## src/rtl/hdir_pkg.sv

```systemverilog
`timescale 1ns/1ps
package hdir_pkg;
  typedef enum logic [1:0] {
    ST_IDLE,
    ST_LOOK,
    ST_SEND,
    ST_WAIT
  } ctl_st_t;
endpackage

```

## src/rtl/hdir_store.sv

```systemverilog
`timescale 1ns/1ps
// Directory entry storage: RAM-style array with a synchronous read,
// plus a resettable per-line valid vector so that lines start out empty.
module hdir_store #(
  parameter int LINES = 16,
  parameter int EW    = 8,
  localparam int LW   = $clog2(LINES)
) (
  input  logic          clk,
  input  logic          rst,
  input  logic          rd_en,
  input  logic [LW-1:0] rd_idx,
  output logic [EW-1:0] rd_data,
  input  logic          wr_en,
  input  logic [LW-1:0] wr_idx,
  input  logic [EW-1:0] wr_data
);
  logic [EW-1:0]    mem [LINES];
  logic [EW-1:0]    rd_q;
  logic [LINES-1:0] vld;
  logic             hit_q;

  // no reset on the array, so it can map to block RAM
  always_ff @(posedge clk) begin
    if (wr_en) mem[wr_idx] <= wr_data;
    if (rd_en) rd_q <= mem[rd_idx];
  end

  always_ff @(posedge clk) begin
    if (rst) begin
      vld   <= '0;
      hit_q <= 1'b0;
    end else begin
      if (wr_en) vld[wr_idx] <= 1'b1;
      if (rd_en) hit_q <= vld[rd_idx];
    end
  end

  // a line never written reads as an empty entry
  assign rd_data = hit_q ? rd_q : '0;
endmodule

```

## src/rtl/hdir_calc.sv

```systemverilog
`timescale 1ns/1ps
// Combinational sharer bookkeeping for one entry: which slots need an
// update, how many, and the entry after the requester is added.
module hdir_calc #(
  parameter int NUM_CACHES = 8,
  parameter int THRESHOLD  = 2,
  localparam int CW   = $clog2(NUM_CACHES),
  localparam int CNTW = $clog2(THRESHOLD + 1),
  localparam int ACKW = $clog2(NUM_CACHES + 1)
) (
  input  logic [THRESHOLD*CW-1:0] ids,
  input  logic [CNTW-1:0]         cnt,
  input  logic                    bc,
  input  logic [CW-1:0]           src,
  output logic [THRESHOLD-1:0]    send_mask,
  output logic [ACKW-1:0]         send_n,
  output logic [THRESHOLD*CW-1:0] new_ids,
  output logic [CNTW-1:0]         new_cnt,
  output logic                    new_bc
);
  logic [THRESHOLD-1:0] match;
  logic                 present;
  logic                 add_here;

  assign present  = |match;
  assign add_here = !bc && !present;

  for (genvar s = 0; s < THRESHOLD; s++) begin : g_slot
    logic slot_used;
    assign slot_used    = CNTW'(s) < cnt;
    assign match[s]     = slot_used && (ids[s*CW +: CW] == src);
    assign send_mask[s] = slot_used && !match[s];
    assign new_ids[s*CW +: CW] = (add_here && cnt == CNTW'(s)) ? src : ids[s*CW +: CW];
  end

  assign new_cnt = (add_here && cnt < CNTW'(THRESHOLD)) ? cnt + 1'b1 : cnt;
  assign new_bc  = bc || (!present && cnt == CNTW'(THRESHOLD));

  always_comb begin
    send_n = '0;
    for (int s = 0; s < THRESHOLD; s++) send_n = send_n + ACKW'(send_mask[s]);
  end
endmodule

```

## src/rtl/hdir_pick.sv

```systemverilog
`timescale 1ns/1ps
// Lowest-index-first selection over the pending update slots.
module hdir_pick #(
  parameter int THRESHOLD = 2,
  localparam int SW = (THRESHOLD > 1) ? $clog2(THRESHOLD) : 1
) (
  input  logic [THRESHOLD-1:0] mask,
  output logic [SW-1:0]        idx,
  output logic                 found
);
  always_comb begin
    idx   = '0;
    found = 1'b0;
    for (int s = THRESHOLD - 1; s >= 0; s--) begin
      if (mask[s]) begin
        idx   = SW'(s);
        found = 1'b1;
      end
    end
  end
endmodule

```

## src/rtl/hyb_dir_ctrl.sv

```systemverilog
`timescale 1ns/1ps
module hyb_dir_ctrl
  import hdir_pkg::*;
#(
  parameter int NUM_CACHES = 8,
  parameter int LINES      = 16,
  parameter int THRESHOLD  = 2,
  localparam int CW   = $clog2(NUM_CACHES),
  localparam int LW   = $clog2(LINES),
  localparam int CNTW = $clog2(THRESHOLD + 1),
  localparam int ACKW = $clog2(NUM_CACHES + 1),
  localparam int IDW  = THRESHOLD * CW,
  localparam int EW   = IDW + CNTW + 1,
  localparam int SW   = (THRESHOLD > 1) ? $clog2(THRESHOLD) : 1
) (
  input  logic          clk,
  input  logic          rst,
  input  logic          req_valid,
  output logic          req_ready,
  input  logic          req_write,
  input  logic [LW-1:0] req_line,
  input  logic [CW-1:0] req_src,
  output logic          rsp_valid,
  output logic          rsp_write,
  output logic [CW-1:0] rsp_src,
  output logic [LW-1:0] rsp_line,
  output logic          coh_valid,
  output logic          coh_bcast,
  output logic [CW-1:0] coh_dest,
  output logic [LW-1:0] coh_line,
  input  logic          coh_ack
);
  ctl_st_t              st;
  logic                 r_write;
  logic [LW-1:0]        r_line;
  logic [CW-1:0]        r_src;
  logic [THRESHOLD-1:0] pend;
  logic [IDW-1:0]       ids_q;
  logic [ACKW-1:0]      ack_need;
  logic [ACKW-1:0]      ack_got;
  logic [ACKW-1:0]      ack_sum;

  logic [EW-1:0]        rd_entry;
  logic [EW-1:0]        wr_entry;
  logic [IDW-1:0]       e_ids;
  logic [CNTW-1:0]      e_cnt;
  logic                 e_bc;
  logic [THRESHOLD-1:0] send_mask;
  logic [ACKW-1:0]      send_n;
  logic [IDW-1:0]       n_ids;
  logic [CNTW-1:0]      n_cnt;
  logic                 n_bc;
  logic [SW-1:0]        pick;
  logic                 pick_ok;
  logic                 accept;

  assign req_ready = (st == ST_IDLE);
  assign accept    = req_valid && req_ready;

  assign e_ids = rd_entry[IDW-1:0];
  assign e_cnt = rd_entry[IDW +: CNTW];
  assign e_bc  = rd_entry[EW-1];

  // a broadcast write leaves only the writer; otherwise add the requester
  assign wr_entry = (r_write && e_bc) ? {1'b0, CNTW'(1), IDW'(r_src)}
                                      : {n_bc, n_cnt, n_ids};
  assign ack_sum  = ack_got + ACKW'(coh_ack);

  hdir_store #(.LINES(LINES), .EW(EW)) u_store (
    .clk     (clk),
    .rst     (rst),
    .rd_en   (accept),
    .rd_idx  (req_line),
    .rd_data (rd_entry),
    .wr_en   (st == ST_LOOK),
    .wr_idx  (r_line),
    .wr_data (wr_entry)
  );

  hdir_calc #(.NUM_CACHES(NUM_CACHES), .THRESHOLD(THRESHOLD)) u_calc (
    .ids       (e_ids),
    .cnt       (e_cnt),
    .bc        (e_bc),
    .src       (r_src),
    .send_mask (send_mask),
    .send_n    (send_n),
    .new_ids   (n_ids),
    .new_cnt   (n_cnt),
    .new_bc    (n_bc)
  );

  hdir_pick #(.THRESHOLD(THRESHOLD)) u_pick (
    .mask  (pend),
    .idx   (pick),
    .found (pick_ok)
  );

  always_ff @(posedge clk) begin
    if (rst) begin
      st        <= ST_IDLE;
      r_write   <= 1'b0;
      r_line    <= '0;
      r_src     <= '0;
      pend      <= '0;
      ids_q     <= '0;
      ack_need  <= '0;
      ack_got   <= '0;
      rsp_valid <= 1'b0;
      rsp_write <= 1'b0;
      rsp_src   <= '0;
      rsp_line  <= '0;
      coh_valid <= 1'b0;
      coh_bcast <= 1'b0;
      coh_dest  <= '0;
      coh_line  <= '0;
    end else begin
      rsp_valid <= 1'b0;
      coh_valid <= 1'b0;
      case (st)
        ST_IDLE: begin
          if (req_valid) begin
            r_write <= req_write;
            r_line  <= req_line;
            r_src   <= req_src;
            ack_got <= '0;
            st      <= ST_LOOK;
          end
        end
        ST_LOOK: begin
          ids_q <= e_ids;
          if (!r_write || (!e_bc && send_n == '0)) begin
            rsp_valid <= 1'b1;
            rsp_write <= r_write;
            rsp_src   <= r_src;
            rsp_line  <= r_line;
            st        <= ST_IDLE;
          end else if (e_bc) begin
            coh_valid <= 1'b1;
            coh_bcast <= 1'b1;
            coh_dest  <= r_src;
            coh_line  <= r_line;
            ack_need  <= ACKW'(NUM_CACHES - 1);
            st        <= ST_WAIT;
          end else begin
            pend     <= send_mask;
            ack_need <= send_n;
            st       <= ST_SEND;
          end
        end
        ST_SEND: begin
          ack_got <= ack_sum;
          if (pick_ok) begin
            coh_valid <= 1'b1;
            coh_bcast <= 1'b0;
            coh_dest  <= ids_q[pick*CW +: CW];
            coh_line  <= r_line;
          end
          pend <= pend & ~(THRESHOLD'(1) << pick);
          if ((pend & ~(THRESHOLD'(1) << pick)) == '0) st <= ST_WAIT;
        end
        ST_WAIT: begin
          if (ack_sum >= ack_need) begin
            rsp_valid <= 1'b1;
            rsp_write <= r_write;
            rsp_src   <= r_src;
            rsp_line  <= r_line;
            st        <= ST_IDLE;
          end else begin
            ack_got <= ack_sum;
          end
        end
        default: st <= ST_IDLE;
      endcase
    end
  end

  // ---------------- assertions ----------------
  assert_busy_after_accept_R2: assert property (@(posedge clk) disable iff (rst)
    (req_valid && req_ready) |=> !req_ready);

  assert_rsp_single_pulse_R2: assert property (@(posedge clk) disable iff (rst)
    rsp_valid |=> !rsp_valid);

  assert_no_self_update_R4: assert property (@(posedge clk) disable iff (rst)
    (coh_valid && !coh_bcast) |-> (coh_dest != r_src));

  assert_cnt_bound_R5: assert property (@(posedge clk) disable iff (rst)
    (st == ST_LOOK) |-> (e_cnt <= CNTW'(THRESHOLD)));

  assert_single_bcast_R7: assert property (@(posedge clk) disable iff (rst)
    (coh_valid && coh_bcast) |=> !coh_valid);

  assert_ack_not_exceeded_R9: assert property (@(posedge clk) disable iff (rst)
    (st == ST_WAIT) |-> (ack_got < ack_need));

  assert_no_rsp_with_coh_R9: assert property (@(posedge clk) disable iff (rst)
    coh_valid |-> !rsp_valid);
endmodule

```

## config.mk

```make
export PLATFORM = sky130hd
export DESIGN_NAME = hyb_dir_ctrl
export DESIGN_NICKNAME = d
export VERILOG_FILES = /design/src/rtl/hdir_pkg.sv /design/src/rtl/hdir_store.sv /design/src/rtl/hdir_calc.sv /design/src/rtl/hdir_pick.sv /design/src/rtl/hyb_dir_ctrl.sv
export SDC_FILE = /design/constraint.sdc
export NUM_CORES = 1
export LEC_CHECK = 0
export CORE_ASPECT_RATIO = 0.6
export CORE_MARGIN = 2
export CORE_UTILIZATION = 61
export CTS_BUF_LIST = sky130_fd_sc_hd__clkbuf_16
export DETAILED_ROUTE_END_ITERATION = 10
export HOLD_SLACK_MARGIN = 0.03
export MAX_ROUTING_LAYER = met4
export PLACE_DENSITY = 0.79
export SLEW_MARGIN = 10
export SYNTH_ARGS = -nofsm -noshare
export SYNTH_HDL_FRONTEND = slang
export SYNTH_HIERARCHICAL = 1
export SYNTH_SLANG_ARGS = --single-unit
export TNS_END_PERCENT = 100
```

## constraint.sdc

```tcl
create_clock -name clk -period 2.9 [get_ports clk]
set_input_delay 0.58 -clock clk [delete_from_list [all_inputs] [get_ports clk]]
set_output_delay 0.58 -clock clk [all_outputs]
set_load 0.01 [all_outputs]
```

[Yosys cells after proc, flatten, opt, wreduce, memory -nomap -nowiden]
Memories as Yosys holds them, arrays and structs flattened. A register that Yosys moved wholly into a read port is not among the register bits.
Index checks and enable logic that the tools add are counted.
Operators by class
  $lt $le $gt $ge: 7
  multipliers: 1
  divide/modulo/power cells: 0
  add/subtract/negate cells: 3
  equal/unequal tests: 16
  multiplexer cells: 55
  bitwise operators: 4
  shifts and indexed selects: 2
  reduce and logical (&&, ||, !) cells: 35
Operator list (number)
  2-to-1 mux 4 bit: 8
  2-to-1 mux 3 bit: 7
  2-to-1 mux 1 bit: 18
  2-to-1 mux 9 bit: 2
  != test 2 bit, second input constant: 9
  OR 16 bit: 1
  case mux 4 bit (2 select lines): 2
  2-to-1 mux 2 bit: 7
  logical AND 1 bit: 13
  case mux 3 bit (2 select lines): 2
  case mux 4 bit (3 select lines): 1
  AND reduction 3 bit: 4
  less-than comparator 4 x 5 -> 1 bit, second input constant: 2
  case mux 1 bit (2 select lines): 4
  case mux 2 bit (4 select lines): 1
  == test 2 bit, second input constant: 3
  == test 3 bit: 2
  zero test 2 bit: 3
  variable part select 6 x 4 -> 3 bit: 1
  zero test 1 bit: 5
  adder 4 x 1 -> 4 bit: 1
  binary-select mux 1 bit (select 4 bit): 1
  demux 1 bit (select 4 bit): 1
  == test 2 x 1 -> 1 bit, second input constant: 2
  19 further kinds: 23
Word-level totals
  ROM bits: 0
  output and inout bits: 19
  memories: 1
  RAM bits: 144
  input port bits: 12
  bits in latches: 0
  logic and storage cells: 142
  register bits after elaboration: 61
Memories
  u_store.mem: words 16, width 9, read ports 1, clocked after Yosys merged registers in 1, wr ports 1, line hdir_store.sv:18  | logic [EW-1:0] mem [LINES];

[Longest topological paths before layout]
Gate-level depths: netlist (run 1).
  word-level depth: 11
  depth in mapped cells: 10

[By module]
The synthesis (run 1) kept the hierarchy.
Modules (own cells, without submodules)
  hdir_store: seq. area each 4934.7 sq um, area each 6517.5 sq um, cells an instance 309, times used 1
  hyb_dir_ctrl: seq. area each 880.8 sq um, area each 2214.6 sq um, cells an instance 251, times used 1
  hdir_calc: seq. area each 0.0 sq um, area each 299.0 sq um, cells an instance 36, times used 1
  hdir_pick: seq. area each 0.0 sq um, area each 12.5 sq um, cells an instance 2, times used 1

[Worst setup path before layout (run 1)]
No wires, ideal clock.
  path kind: input-to-reg
  start point: in coh_ack
  end point: reg rsp_line[0]
  path buffers: 1
  required time: 2828 ps
  stages: 9
  path slack: 458 ps
  library setup time: 72 ps
  arrival time: 2370 ps
  path through: ha_1 > ha_1 > xor2_1 > ha_1 > o211ai_1 > o211ai_1 > o211a_1 > buf_6 > mux2i_1
Between the ends
  cells in the longest elaborated chain, start to end: 4
RTL lines
  from (decl): line hyb_dir_ctrl.sv:31  | input logic coh_ack
  adder 4 x 1 -> 4 bit: line hyb_dir_ctrl.sv:67  | assign ack_sum = ack_got + ACKW'(coh_ack);
  greater-or-equal comparator 4 bit: line hyb_dir_ctrl.sv:162  | if (ack_sum >= ack_need) begin
  != test 2 bit (no source line)
  AND reduction 3 bit (no source line)
  to (signal assigned): line hyb_dir_ctrl.sv:135  | rsp_line <= r_line;
  to (signal assigned): line hyb_dir_ctrl.sv:166  | rsp_line <= r_line;
  to (decl): line hyb_dir_ctrl.sv:26  | output logic [LW-1:0] rsp_line,
No other way between the ends.
A chain may end at the register's enable or synchronous reset.

[Worst setup path after layout (run 1)]
  start point: reg u_store.hit_q
  end point: reg rsp_src[0]
Between the ends
  cells in the longest elaborated chain, start to end: 11
  elaborated cells between the ends (all ways): 18
RTL lines
  from (decl): line hdir_store.sv:21  | logic hit_q;
  from (signal assigned): line hdir_store.sv:35  | if (rd_en) hit_q <= vld[rd_idx];
  2-to-1 mux 9 bit: line hdir_store.sv:40  | assign rd_data = hit_q ? rd_q : '0;
  via rd_entry[1]: line hyb_dir_ctrl.sv:43  | logic [EW-1:0] rd_entry;
  == test 3 bit: line hdir_calc.sv:31  | assign match[s] = slot_used && (ids[s*CW +: CW] == src);
  logical AND 1 bit: line hdir_calc.sv:31
  zero test 1 bit: line hdir_calc.sv:32  | assign send_mask[s] = slot_used && !match[s];
  logical AND 1 bit: line hdir_calc.sv:32
  via send_mask[0]: line hyb_dir_ctrl.sv:48  | logic [THRESHOLD-1:0] send_mask;
  adder 1 x 1 -> 2 bit: line hdir_calc.sv:41  | for (int s = 0; s < THRESHOLD; s++) send_n = send_n + ACKW'(send_mask[s]);
  via send_n[0]: line hyb_dir_ctrl.sv:49  | logic [ACKW-1:0] send_n;
  zero test 4 bit: line hyb_dir_ctrl.sv:131  | if (!r_write || (!e_bc && send_n == '0)) begin
  logical AND 1 bit: line hyb_dir_ctrl.sv:131
  logical OR 1 bit: line hyb_dir_ctrl.sv:131
  != test 2 bit (no source line)
  AND reduction 3 bit (no source line)
  to (signal assigned): line hyb_dir_ctrl.sv:134  | rsp_src <= r_src;
  to (signal assigned): line hyb_dir_ctrl.sv:165  | rsp_src <= r_src;
  to (decl): line hyb_dir_ctrl.sv:25  | output logic [CW-1:0] rsp_src,
The timed path passes the listed nets, and every way through them passes these cells.

==> results of run 1 <==
## worst paths after layout
kind         cells past startpoint          end          start
max reg2reg                     10   rsp_src[0]  u_store/hit_q
min                              2  rsp_line[1]    rsp_line[1]
min reg2reg                      2  rsp_line[1]    rsp_line[1]
max                             10   rsp_src[0]  u_store/hit_q
## report_power, final
group	switching (mW)	total [mW]	internal [mW]
sequential	0.0435	3.40	3.36
clock	1.04	2.22	1.18
combinational	0.313	0.539	0.226
total	1.39	6.16	4.77
## state kept, by name, indices dropped and copies added (netlist names), named ones only
signal,cells
u_store/mem,144
u_store/vld,16
u_store/rd_q,9
ids_q,6
ack_got,4
ack_need,4
coh_line,4
r_line,4
rsp_line,4
coh_dest,3
r_src,3
rsp_src,3
pend,2
coh_bcast,1
coh_valid,1
r_write,1
rsp_valid,1
rsp_write,1
st,1
u_store/hit_q,1
## cell families after synthesis
group | synth area share
adder cells (fa/ha/maj) | 0.0194
multiplexers | 0.165
flip-flops | 0.643
XOR/XNOR | 0.00872
AND/OR/NAND/NOR | 0.0880
other | 0.000415
AO/OA/AOI/OAI | 0.0495
buffers and inverters | 0.0263
## cell type report
type | instances | area [um2] | area share
clock buffer | 19 | 475 | 0.0464
clock inverter | 13 | 51.3 | 0.00501
inverter | 15 | 56.3 | 0.00550
multi-input combinational | 343 | 3000 | 0.293
sequential | 214 | 5820 | 0.568
tap | 198 | 248 | 0.0242
timing repair buffer | 64 | 596 | 0.0581
## placed cells by master (no fill, tap or decap), types with 4 or more instances in the layout
master / n
buf_12: 4
mux2_2: 7
inv_1: 20
nand2_1: 42
and2_1: 16
edfxtp_1: 153
xor2_1: 4
o21ai_0: 5
nor2_1: 76
clkinv_1: 5
mux4_1: 8
dfxtp_1: 60
buf_4: 30
clkdlybuf4s50_1: 28
nand4_1: 4
mux4_2: 39
mux2i_1: 28
o211ai_1: 6
nor3_1: 4
nor2b_1: 4
nand3_1: 5
ha_1: 14
a21oi_1: 22
nand2b_1: 7
xnor2_1: 5
clkbuf_16: 19
## through the flow
step                      hold slack, ns  instances
after floorplan                    0.435        599
after global placement             0.445        834
after detailed placement           0.453        834
after CTS                          0.465        866
after global routing               0.493        866
final                              0.462        866
## worst min-delay path, stage by stage (launching register included)
cell and delay (ns):
dfxtp_1 0.31, nand2_1 0.05, mux2i_1 0.05
## repair_timing
action / 4_1_cts / 5_1_grt
gates resized for setup: 0 / 2
setup endpoints to repair: 0 / 29
hold buffers: 0 / 0
## metal layers
metal	vias up	global-route usage	part of all wire
li1	2388	-	-
met4	0	0.0495	0.015
met5	-	-	0
met1	2711	0.427	0.44
met3	29	0.0603	0.11
met2	243	0.402	0.44
==> results.sh, run 1 <==
export IMPL_cp_start_kind="register"
export IMPL_yosys_top_cells_area="edfxtp_1 (51%), dfxtp_1 (14%), mux4_2 (9.7%)"
export IMPL_period_needed_ns=2.73
export IMPL_drc=0
export IMPL_totalNegativeSetupSlack_ns=0
export IMPL_critical_path_top_delay_family="simple AND/OR/NAND/NOR gates"
export IMPL_coreArea_um2=14500
export IMPL_wl_per_cell_um=23.9
export IMPL_ys_seq_area_frac=0.643
export IMPL_rsz0062_at_grt="no"
export IMPL_chipWidth_um=161
export IMPL_slowest_stage="dfxtp_2"
export IMPL_numCtsBuffers=19
export IMPL_grt_usage=0.281
export IMPL_maxSlewHeadroom=0.519
export IMPL_cts_path_max_buffers=3
export IMPL_cts_setup_buffers=0
export IMPL_power_density_nw_per_um2=601
export IMPL_htree_levels=1
export IMPL_rrSetupSlack_ns=0.17
export IMPL_synth_top_area_share=0.508
export IMPL_die_h_um=98.3
export IMPL_critPathCaptureType="register"
export IMPL_drive_gt1_frac=0.181
export IMPL_cts_sinks=214
export IMPL_p_total_mw=6.16
export IMPL_cp_cell_sequence="and2_1 -> xor2_1 -> nor3_2 -> nor2_1 -> ha_1 -> or3_4 -> o31ai_2 -> o211a_1 -> buf_12 -> mux2i_1"
export IMPL_synth_edff_count=153
export IMPL_cp_max_fo=10
export IMPL_overflow=0
export IMPL_n_fill_cell=974
export IMPL_async_flop_share=0
export IMPL_final_cell_area_um2=10200
export IMPL_synth_area_um2=9040
export IMPL_synth_top_area_cell="edfxtp_1"
export IMPL_place_area_um2=9710
export IMPL_area_delta_synth_final_pct=13.3
export IMPL_hold_viol=0
export IMPL_arrival_ns=3.13
export IMPL_dieArea_um2=15800
export IMPL_pre_cts_ws_ns=0.0171
export IMPL_io_buffers=30
export IMPL_finalMaxSlewViolations=0
export IMPL_place_gp_congestion=0.952
export IMPL_finClkSkew_ns=0.0101
export IMPL_clkLatencyLatePin_ns=0.48
export IMPL_num_antenna_cells=0
export IMPL_fin_nets=683
export IMPL_synth_cell_type_count=60
export IMPL_setup_violations_final=0
export IMPL_drt_iter0_markers=704
export IMPL_grt_pass1_wl_um=31500
export IMPL_routed_wl_um=20700
export IMPL_cts_root_buf="clkbuf_16"
export IMPL_grt_max_degree=41
export IMPL_grt_pass1_vias=5275
export IMPL_final_util=0.706
export IMPL_status="finished, final reports clean"
export IMPL_hold_path_class="reg2reg"
export IMPL_syn_avg_cell_area_um2=15.1
export IMPL_critical_path_buf_inv_count=1
export IMPL_clk_pin_slew_worst_paths_ns=0.07
export IMPL_cap_viol_max_count=0
export IMPL_layout_worst_path_cycle_share=0.940
export IMPL_cts_tree="built"
export IMPL_start_util=0.623
export IMPL_timing_final_ws_setup_ns=0.174
export IMPL_synth_cells=598
export IMPL_row_count=34
export IMPL_synth_most_common_cell="edfxtp_1"
export IMPL_num_vias=5371
export IMPL_hpwl_um=13700
export IMPL_io_pins=31
export IMPL_worstMarginPinSlew_ns=0.720
export IMPL_ys_flop_type="edfxtp_1"
export IMPL_ys_ff_latch=214
export IMPL_vdd_drop_max_v=0.000401
export IMPL_total_leakage_power_nw=3.54
export IMPL_yosys_warnings=6
export IMPL_postRouteAntennaNets=0
export IMPL_slowest_delay_ns=0.42
export IMPL_crit_type="reg2reg"
export IMPL_fmax_mhz=367
export IMPL_firstDrtPassIters=5
export IMPL_via_per_inst=6.20
export IMPL_synth_common_cells="edfxtp_1 (153), nor2_1 (76), dfxtp_1 (61), nand2_1 (42), mux4_2 (39)"
export IMPL_antenna_found_initial=0
export IMPL_worstPathRequired_ns=3.31
Power figures use the tool's default switching activity.
==> run 2: changes to the inputs <==
CORE_MARGIN = default   (was 2)
CTS_BUF_LIST = default   (was sky130_fd_sc_hd__clkbuf_16)
clock period = 2.6 ns   (was 2.9 ns; I/O delays follow)
==> results.sh, run 2 (same netlist as run 1, synthesis figures left out) <==
export IMPL_cp_start_kind="register"
export IMPL_critical_path_top_delay_family="simple AND/OR/NAND/NOR gates"
export IMPL_grt_max_degree=41
export IMPL_hpwl_um=13500
export IMPL_firstDrtPassIters=5
export IMPL_n_fill_cell=869
export IMPL_fmax_mhz=397
export IMPL_num_antenna_cells=0
export IMPL_grt_usage=0.275
export IMPL_layout_worst_path_cycle_share=0.970
export IMPL_place_area_um2=9900
export IMPL_cts_tree="built"
export IMPL_largest_registers="u_store/mem x144, u_store/vld x16, u_store/rd_q x9"
export IMPL_critPathCaptureType="register"
export IMPL_power_density_nw_per_um2=692
export IMPL_routed_wl_um=20300
export IMPL_hold_path_class="in2reg"
export IMPL_regMostFlops="u_store/mem"
export IMPL_hold_viol=0
export IMPL_status="finished, final reports clean"
export IMPL_largest_register_ffs=144
export IMPL_cap_viol_max_count=0
export IMPL_chipWidth_um=159
export IMPL_cts_setup_buffers=0
export IMPL_setup_violations_final=0
export IMPL_numCtsBuffers=20
export IMPL_dieArea_um2=15300
export IMPL_fin_cells=892
export IMPL_vdd_drop_max_v=0.000579
export IMPL_cp_cell_sequence="and2_1 -> inv_1 -> ha_2 -> nor2_2 -> ha_4 -> or3_4 -> o31ai_4 -> o211a_1 -> buf_12 -> mux2i_1"
export IMPL_ctsHoldBuffers=0
export IMPL_io_pins=31
export IMPL_critical_path_buf_inv_count=2
export IMPL_period_needed_ns=2.52
export IMPL_worstMarginPinSlew_ns=0.627
export IMPL_total_leakage_power_nw=3.69
export IMPL_hold_ws_ns=0.454
export IMPL_cp_max_fo=10
export IMPL_drive_gt1_frac=0.235
export IMPL_finClkSkew_ns=0.0181
export IMPL_fin_nets=706
export IMPL_io_buffers=30
export IMPL_crit_type="reg2reg"
export IMPL_coreArea_um2=14500
export IMPL_slowest_delay_ns=0.39
export IMPL_grt_pass1_vias=5094
export IMPL_overflow=0
export IMPL_finalMaxSlewViolations=0
export IMPL_register_area_um2=5820
export IMPL_maxSlewHeadroom=0.582
export IMPL_num_vias=5527
export IMPL_grt_pass1_wl_um=29600
export IMPL_postRouteAntennaNets=0
export IMPL_cts_root_buf="clkbuf_16"
export IMPL_via_per_inst=6.20
export IMPL_slowest_stage="dfxtp_4"
export IMPL_cts_path_max_buffers=3
export IMPL_row_count=34
export IMPL_final_cell_area_um2=10700
export IMPL_htree_levels=1
export IMPL_layout_common_cells="edfxtp_1 (153), nor2_1 (75), dfxtp_1 (60), buf_4 (50), nand2_1 (42)"
export IMPL_clk_pin_slew_worst_paths_ns=0.07
export IMPL_drc=0
export IMPL_worstPathRequired_ns=3.03
export IMPL_final_util=0.737
export IMPL_multiInputGateArea_um2=3090
export IMPL_dp_cells=856
export IMPL_clkLatencyLatePin_ns=0.50
export IMPL_arrival_ns=2.95
export IMPL_place_gp_congestion=0.832
export IMPL_die_h_um=96.3
export IMPL_antenna_found_initial=0
export IMPL_wl_per_cell_um=22.8
export IMPL_final_common_cell="edfxtp_1"
export IMPL_cts_sinks=214
export IMPL_area_delta_synth_final_pct=17.8
export IMPL_start_util=0.625
export IMPL_drt_iter0_markers=456
[run 2: cell count changes in the layout (fill, tap and decap cells not counted), moves of 3 or more]
cell	delta
and2_1	-4
buf_4	+20
clkbuf_1	+4
inv_1	-7
xnor2_1	-3
xnor2_2	+3
xor2_1	-3
xor2_2	+3
[run 2: routing by layer]
metal  track usage  wire length (um)  vias to the layer above
met2         0.390              8820                      271
met3        0.0724              2150                       17
li1              -                 -                     2435
met4        0.0601               189                        0
met5             -                 0                        -
met1         0.399              9160                     2804
[run 2: area by class of cell]
| class | instances | area share |
|---|---|---|
| clock inverters | 10 | 0.0103 |
| clock buffers | 26 | 0.0510 |
| well taps | 198 | 0.0233 |
| repair buffers | 86 | 0.0737 |
| flip-flops and latches | 214 | 0.546 |
| multi-input cells | 343 | 0.290 |
| inverters | 15 | 0.00528 |
[run 2: path summary, 6_finish.rpt]
| check | startpoint | end | slack, ns | cells past startpoint |
|---|---|---|---|---|
| worst max register to register | u_store/hit_q | rsp_line[1] | 0.08 | 10 |
| worst max-delay path | u_store/hit_q | rsp_line[1] | 0.08 | 10 |
| worst min register to register | rsp_src[0] | rsp_src[0] | 0.46 | 2 |
| worst min-delay path | rst | u_store/vld[1] | 0.45 | 2 |
[run 2: report_power, final]
group          switching, mW  internal, mW  total, mW
Sequential            0.0411          3.74       3.79
Clock                   1.24          1.68       2.91
Combinational          0.379         0.298      0.677
Total                   1.66          5.72       7.38
[run 2: repair_timing]
item	CTS	global route
endpoints found under the setup margin	44	29
pin swaps	0	6
resized for setup	3	16
[run 2: per-stage QoR]
| step | TNS (ns) | total power [mW] | setup slack, ns |
|---|---|---|---|
| finish | 0 | 7.38 | 0.0789 |
| global route | -0.0929 | 7.58 | -0.0319 |
| global placement | -2.01 | 4.47 | -0.177 |
| CTS | 0 | 7.39 | 0.000999 |
| detailed placement | -5.01 | 4.50 | -0.314 |
| floorplan | 0 | 4.24 | 0.165 |
==> run 3: changes to the inputs <==
CAP_MARGIN = 20   (was default)
==> results of run 3 <==
No change in the layout: final DEF, timing and power equal those of run 2.
